[src/rtl/mrs_pkg.sv]
package mrs_pkg;

  localparam int unsigned NDIM = 3;

  typedef logic [1:0] dim_sel_t;

  // Dimension walked at a given level (0 = fastest) for a walk-order code.
  function automatic dim_sel_t walk_dim(input logic [2:0] order, input int lvl);
    logic [5:0] tbl;
    case (order)
      3'd1:    tbl = {2'd2, 2'd0, 2'd1};
      3'd2:    tbl = {2'd1, 2'd2, 2'd0};
      3'd3:    tbl = {2'd1, 2'd0, 2'd2};
      3'd4:    tbl = {2'd0, 2'd2, 2'd1};
      3'd5:    tbl = {2'd0, 2'd1, 2'd2};
      default: tbl = {2'd2, 2'd1, 2'd0};
    endcase
    return tbl[lvl*2 +: 2];
  endfunction

  // Dimensions kept in the index (bit0 = x, bit1 = y, bit2 = z).
  function automatic logic [2:0] keep_mask(input logic [1:0] skip);
    case (skip)
      2'd1:    return 3'b110;
      2'd2:    return 3'b011;
      2'd3:    return 3'b001;
      default: return 3'b111;
    endcase
  endfunction

endpackage

[src/rtl/mrs_walk_ctr.sv]
module mrs_walk_ctr #(
  parameter int unsigned CNT_W = 7
) (
  input  logic                            clk,
  input  logic                            rst_n,
  input  logic                            clear,
  input  logic                            advance,
  input  logic [mrs_pkg::NDIM-1:0][CNT_W-1:0] lim,
  output logic [mrs_pkg::NDIM-1:0][CNT_W-1:0] cnt,
  output logic [mrs_pkg::NDIM-1:0]        lvl_max,
  output logic                            all_max
);
  localparam int unsigned NL = mrs_pkg::NDIM;

  logic [NL-1:0] carry;

  for (genvar l = 0; l < NL; l++) begin : g_lvl
    assign lvl_max[l] = (cnt[l] == lim[l]);
    if (l == 0) begin : g_first
      assign carry[l] = advance;
    end else begin : g_next
      assign carry[l] = carry[l-1] & lvl_max[l-1];
    end
    always_ff @(posedge clk) begin
      if (!rst_n || clear) cnt[l] <= '0;
      else if (carry[l])   cnt[l] <= lvl_max[l] ? '0 : cnt[l] + 1'b1;
    end
  end

  assign all_max = &lvl_max;

endmodule

[src/rtl/mrs_index.sv]
module mrs_index #(
  parameter int unsigned CNT_W = 7,
  parameter int unsigned REG_W = 7
) (
  input  logic [mrs_pkg::NDIM-1:0][CNT_W-1:0] cnt,
  input  logic [mrs_pkg::NDIM-1:0][CNT_W-1:0] dim_m1,
  input  logic [2:0]                      order,
  input  logic [2:0]                      mirror,
  input  logic [1:0]                      skip,
  input  logic [REG_W-1:0]                base,
  input  logic [REG_W-1:0]                offset,
  output logic [REG_W-1:0]                reg_num
);
  localparam int unsigned NL = mrs_pkg::NDIM;

  function automatic logic [REG_W-1:0] span_of(input logic kept, input logic [CNT_W-1:0] m1);
    return kept ? REG_W'(m1) + REG_W'(1) : REG_W'(1);
  endfunction

  logic [NL-1:0][CNT_W-1:0] pos;
  logic [NL-1:0][REG_W-1:0] wgt;
  logic [2:0]               keep;
  logic [REG_W-1:0]         span;
  logic [REG_W-1:0]         acc;

  always_comb begin
    pos  = '0;
    keep = mrs_pkg::keep_mask(skip);
    for (int l = 0; l < NL; l++) begin
      mrs_pkg::dim_sel_t d;
      d = mrs_pkg::walk_dim(order, l);
      pos[d] = mirror[d] ? dim_m1[d] - cnt[l] : cnt[l];
    end
    span = REG_W'(1);
    for (int d = 0; d < NL; d++) begin
      wgt[d] = keep[d] ? span : '0;
      span   = span * span_of(keep[d], dim_m1[d]);
    end
    acc = base + offset;
    for (int d = 0; d < NL; d++) begin
      acc = acc + REG_W'(pos[d]) * wgt[d];
    end
    reg_num = acc;
  end

endmodule

[src/rtl/mrs_remap_sched.sv]
module mrs_remap_sched #(
  parameter int unsigned CNT_W = 7,
  parameter int unsigned REG_W = 7
) (
  input  logic                            clk,
  input  logic                            rst_n,
  input  logic                            start,
  input  logic [CNT_W-1:0]                vl,
  input  logic [mrs_pkg::NDIM-1:0][CNT_W-1:0] dim_m1,
  input  logic [2:0]                      walk_order,
  input  logic [2:0]                      mirror,
  input  logic [1:0]                      skip_mode,
  input  logic [REG_W-1:0]                base_reg,
  input  logic [REG_W-1:0]                reg_offset,
  input  logic                            out_ready,
  output logic                            out_valid,
  output logic [REG_W-1:0]                out_reg,
  output logic                            out_last
);
  localparam int unsigned NL = mrs_pkg::NDIM;

  // latched configuration
  logic [CNT_W-1:0]         vl_q;
  logic [NL-1:0][CNT_W-1:0] dim_m1_q;
  logic [2:0]               order_q;
  logic [2:0]               mirror_q;
  logic [1:0]               skip_q;
  logic [REG_W-1:0]         base_q;
  logic [REG_W-1:0]         off_q;

  logic                     active_q;
  logic [CNT_W-1:0]         step_q;

  // named internal events
  logic                     accept;
  logic                     fire;
  logic                     step_end;
  logic                     ctr_all_max;
  logic [NL-1:0]            ctr_lvl_max;
  logic [NL-1:0][CNT_W-1:0] ctr_cnt;
  logic [NL-1:0][CNT_W-1:0] lvl_lim;

  assign accept   = start && !active_q && (vl != '0);
  assign fire     = active_q && out_ready;
  assign step_end = (step_q == vl_q - 1'b1);

  for (genvar l = 0; l < NL; l++) begin : g_lim
    assign lvl_lim[l] = dim_m1_q[mrs_pkg::walk_dim(order_q, l)];
  end

  always_ff @(posedge clk) begin
    if (!rst_n) begin
      active_q <= 1'b0;
      step_q   <= '0;
      vl_q     <= '0;
      dim_m1_q <= '0;
      order_q  <= '0;
      mirror_q <= '0;
      skip_q   <= '0;
      base_q   <= '0;
      off_q    <= '0;
    end else if (accept) begin
      active_q <= 1'b1;
      step_q   <= '0;
      vl_q     <= vl;
      dim_m1_q <= dim_m1;
      order_q  <= walk_order;
      mirror_q <= mirror;
      skip_q   <= skip_mode;
      base_q   <= base_reg;
      off_q    <= reg_offset;
    end else if (fire) begin
      step_q <= step_q + 1'b1;
      if (out_last) active_q <= 1'b0;
    end
  end

  mrs_walk_ctr #(.CNT_W(CNT_W)) u_ctr (
    .clk     (clk),
    .rst_n   (rst_n),
    .clear   (accept),
    .advance (fire),
    .lim     (lvl_lim),
    .cnt     (ctr_cnt),
    .lvl_max (ctr_lvl_max),
    .all_max (ctr_all_max)
  );

  mrs_index #(.CNT_W(CNT_W), .REG_W(REG_W)) u_idx (
    .cnt     (ctr_cnt),
    .dim_m1  (dim_m1_q),
    .order   (order_q),
    .mirror  (mirror_q),
    .skip    (skip_q),
    .base    (base_q),
    .offset  (off_q),
    .reg_num (out_reg)
  );

  assign out_valid = active_q;
  assign out_last  = active_q && (step_end || ctr_all_max);

endmodule

[config.mk]
export PLATFORM = sky130hd
export DESIGN_NAME = mrs_remap_sched
export DESIGN_NICKNAME = d
export VERILOG_FILES = /design/src/rtl/mrs_pkg.sv /design/src/rtl/mrs_walk_ctr.sv /design/src/rtl/mrs_index.sv /design/src/rtl/mrs_remap_sched.sv
export SDC_FILE = /design/constraint.sdc
export NUM_CORES = 1
export LEC_CHECK = 0
export BUFFER_PORTS_ARGS = -buffer_cell sky130_fd_sc_hd__clkbuf_2
export CAP_MARGIN = 15
export CORE_MARGIN = 1
export CORE_UTILIZATION = 45
export CTS_BUF_LIST = sky130_fd_sc_hd__clkbuf_16
export DETAILED_ROUTE_END_ITERATION = 12
export GPL_TIMING_DRIVEN = 0
export PLACE_DENSITY_LB_ADDON = 0.2
export SYNTH_ARGS = -nofsm -noshare
export SYNTH_HDL_FRONTEND = slang
export SYNTH_SLANG_ARGS = --single-unit
[constraint.sdc]
create_clock -name clk -period 15.88 [get_ports clk]
set_input_delay 1.588 -clock clk [delete_from_list [all_inputs] [get_ports clk]]
set_output_delay 1.588 -clock clk [all_outputs]
set_load 0.02 [all_outputs]
==> metrics.txt <==
Avg WL per Cell approximately 18 µm; dominant cell type by area after synthesis sky130_fd_sc_hd__dfxtp_1; final routed DRC violation total 0; normalized max-slew margin 24.1%; Slew @ Worst Pin 1.11 ns; leading post-synthesis cells by cell area sky130_fd_sc_hd__dfxtp_1 18%, sky130_fd_sc_hd__fa_1 11%, sky130_fd_sc_hd__ha_1 11%, sky130_fd_sc_hd__nand2_1 7.6%, sky130_fd_sc_hd__xnor2_1 6.8%; ranking of synthesized cells by instance count 176 x sky130_fd_sc_hd__nand2_1, 113 x sky130_fd_sc_hd__nor2_1, 89 x sky130_fd_sc_hd__inv_1; cell area after synthesis 0.00865 mm²; total buffers and inverters traversed by the critical path 10; Synth Instances 1,106; Post-synth top flop sky130_fd_sc_hd__dfxtp_1; remaining global-route overflow 0; static leakage 0.00401 µW; number of routed nets with antenna violations 0; area share of the leading cell type in the synthesized netlist 18.3%; nets@finish ~1,400; Worst R2R End u_ctr.cnt[20]; Crit Path Max Fanout 10; end point of the critical path out_reg[6]; number of buffers inserted by hold repair at cts 0; Worst-Skew Late Latency 0.35 ns; CP max stage cell sky130_fd_sc_hd__a2111oi_0; number of antenna cells inserted 0; die outline height 141 µm; number of buffers added on ports 62; number of placed cells counting well taps 1,402; Setup crit end kind primary output; Achievable Freq 0.0792 GHz; Pwr Density 89.7 mW/mm²; reg-to-reg startpoint order_q[1]; status finished, final reports clean; all-layer global routing usage 26.4%; number of flops mapped to enable cells by yosys 0; number of filler cells placed in the layout 1,910; final total negative setup slack 0 ns; average cell area after synthesis slightly below 8 µm²; fraction of layout instances using a drive strength above 1 9.21%; via count of the first global-routing pass 7,497; worst endpoint data arrival time 11.04 ns; ports placed on the boundary 63; Synth Register Bits 79; Die Footprint 0.0198 mm²; DRT Pass-1 Iters 5; Finish-stage setup viols 0; synth-to-layout area growth 11.0%; CTS tree yes; clock period minus final worst setup slack 12.63 ns; Vias slightly below 8,000; half-perimeter wire length of the detailed placement result roughly 21 mm; sequential area share after synthesis 18.3%; count of non-filler cells in the finished layout between 1,000 and 1,500; pin count of the biggest net entering global routing 15; post-synthesis net count 1,279; Netlist cell types 68; post-synthesis async set-or-reset flop share 0%; iteration-0 DRC count of the detailed router 623; die span in x approximately 140 µm; final estimated routing congestion in global placement 0.968; global-route wire length before repair 40.0 mm; final count of pins violating max slew 0; launching instance or port of the critical path order_q[1]; count of cells resized by post-cts repair 0; clock tree root driver cell sky130_fd_sc_hd__clkbuf_16; vias per inst 5.59; RSZ-0062 raised after global routing false; hold path start off_q[5]; Initial Utilization 46.1%; Worst setup SP type flip-flop; crit-path max cell delay 0.99 ns; final wirelength 25.1 mm; buffer count from post-CTS setup fixing 0; Num CTS Buffers 9; yosys synthesis warning count 0; top-count cell post-synth sky130_fd_sc_hd__nand2_1; maximum number of buffers from clock root to sink 2; slack of the worst reg-to-reg path between 10 and 15 ns; count of cell instances traversed by the critical path 40; type of the setup path with the least slack reg -> out; Final Hold Vio Count 0; depth of the most critical reg-to-reg path 18; Cell Rows 50; total number of clock tree sinks 79; max-capacitance violation count 0; placeable core area 0.0188 mm²; clock-pin slew on the worst setup and hold paths 0.06 ns; number of antenna violations at the first check in global routing 0; cell repeated most along the worst path sky130_fd_sc_hd__xnor2_1; H-tree lvl count 3; Clock Skews 0.00575 ns; crit-path leading delay family adder cells; Final Cycle Share 79.5%; peak supply drop ~0.06 mV; Hold WC Path Type reg -> reg; Req. time, crit path 14.29 ns
[cells in the final DEF (no fill, tap or decap), types with 10 or more instances in the layout]
| cell type | count |
|---|---|
| sky130_fd_sc_hd__nand2_1 | 176 |
| sky130_fd_sc_hd__nor2_1 | 113 |
| sky130_fd_sc_hd__inv_1 | 89 |
| sky130_fd_sc_hd__dfxtp_1 | 79 |
| sky130_fd_sc_hd__ha_1 | 73 |
| sky130_fd_sc_hd__xnor2_1 | 67 |
| sky130_fd_sc_hd__clkbuf_2 | 62 |
| sky130_fd_sc_hd__a21boi_0 | 50 |
| sky130_fd_sc_hd__a21oi_1 | 48 |
| sky130_fd_sc_hd__fa_1 | 46 |
| sky130_fd_sc_hd__clkbuf_1 | 44 |
| sky130_fd_sc_hd__o21ai_0 | 26 |
| sky130_fd_sc_hd__xor2_1 | 25 |
| sky130_fd_sc_hd__nand3_1 | 24 |
| sky130_fd_sc_hd__nor3_1 | 20 |
| sky130_fd_sc_hd__a211oi_1 | 18 |
| sky130_fd_sc_hd__mux2i_1 | 15 |
| sky130_fd_sc_hd__nor2b_1 | 14 |
| sky130_fd_sc_hd__a21o_1 | 14 |
| sky130_fd_sc_hd__or3_1 | 12 |
| sky130_fd_sc_hd__a31oi_1 | 12 |
| sky130_fd_sc_hd__and2_1 | 10 |
[final cells by class]
| type | count | area (µm²) | area share, % |
|---|---|---|---|
| clock buffer | 9 | 225 | 2.35 |
| tap | 234 | 293 | 3.05 |
| sequential | 79 | 1580 | 16.5 |
| inverter | 89 | 334 | 3.48 |
| multi-input combinational | 885 | 6500 | 67.8 |
| buffer | 53 | 226 | 2.36 |
| clock inverter | 7 | 120 | 1.25 |
| timing repair buffer | 62 | 310 | 3.23 |
[kinds of logic (layout without fill, tap and decap cells)]
group / count (synthesis) / count (layout) / share of synthesized area, %
adder cells (fa/ha/maj): 119 / 119 / 21.2
XOR/XNOR: 98 / 98 / 10.8
AND/OR/NAND/NOR: 420 / 420 / 22.2
AO/OA/AOI/OAI: 228 / 228 / 18.4
flip-flops: 79 / 79 / 18.3
buffers and inverters: 142 / 220 / 6.48
multiplexers: 20 / 20 / 2.65
[layer usage]
layer,routed length [µm],GRT usage (%),up-vias
met5,0,0,-
met4,697,8.64,0
met3,1440,3.70,39
met2,11600,44.3,232
met1,11300,34.9,3761
li1,-,-,3896
[power by group]
part / internal (µW) / switching, µW
combinational: 163 / 240
sequential: 206 / 9.62
clock: 154 / 88.4
[through the flow]
stage	util [%]	worst slack (ns)	hold WS [ns]	total power, µW	instance area [µm²]
global placement	49.3	3.88	0.453	617	9250
floorplan	-	5.54	0.443	514	8650
finish	51.1	3.25	0.465	861	9590
CTS	51.1	3.40	0.469	868	9590
detailed placement	49.3	3.81	0.460	623	9250
global route	51.1	2.79	0.486	918	9590
[worst register-to-register path, cell delays in order (launching register included)]
cell                       delay [ns]
sky130_fd_sc_hd__dfxtp_1         0.36
sky130_fd_sc_hd__buf_6           0.15
sky130_fd_sc_hd__buf_4           0.17
sky130_fd_sc_hd__inv_1           0.06
sky130_fd_sc_hd__ha_1            0.28
sky130_fd_sc_hd__buf_2           0.18
sky130_fd_sc_hd__nor4b_1         0.53
sky130_fd_sc_hd__nor2_1          0.12
sky130_fd_sc_hd__clkbuf_1        0.30
sky130_fd_sc_hd__o22ai_1         0.24
sky130_fd_sc_hd__nor2_1          0.08
sky130_fd_sc_hd__ha_1            0.40
sky130_fd_sc_hd__nand4_1         0.24
sky130_fd_sc_hd__nor4_2          0.68
sky130_fd_sc_hd__nand2b_1        0.28
sky130_fd_sc_hd__nor3_1          0.35
sky130_fd_sc_hd__nand3_1         0.14
sky130_fd_sc_hd__xor2_1          0.15
sky130_fd_sc_hd__nor2_1          0.05
[flip-flops by register name, summed over array words and instances (netlist names)]
| register | cells |
|---|---|
| base_q | 7 |
| dim_m1_q | 21 |
| mirror_q | 3 |
| off_q | 7 |
| order_q | 3 |
| out_valid | 1 |
| skip_q | 2 |
| step_q | 7 |
| u_ctr.cnt | 21 |
| vl_q | 7 |
[worst min-delay path by stage]
| stage | to | slack [ns] | cells after the start |
|---|---|---|---|
| 2_1_floorplan | base_q[3] | 0.44 | 2 |
| 3_3_place_gp | off_q[4] | 0.45 | 2 |
| 3_5_place_dp | off_q[5] | 0.46 | 2 |
| 4_1_cts | off_q[5] | 0.47 | 2 |
| 5_1_grt | base_q[3] | 0.49 | 2 |
| 6_report | off_q[5] | 0.47 | 2 |
No activity file was read; power rests on OpenSTA's default activity.
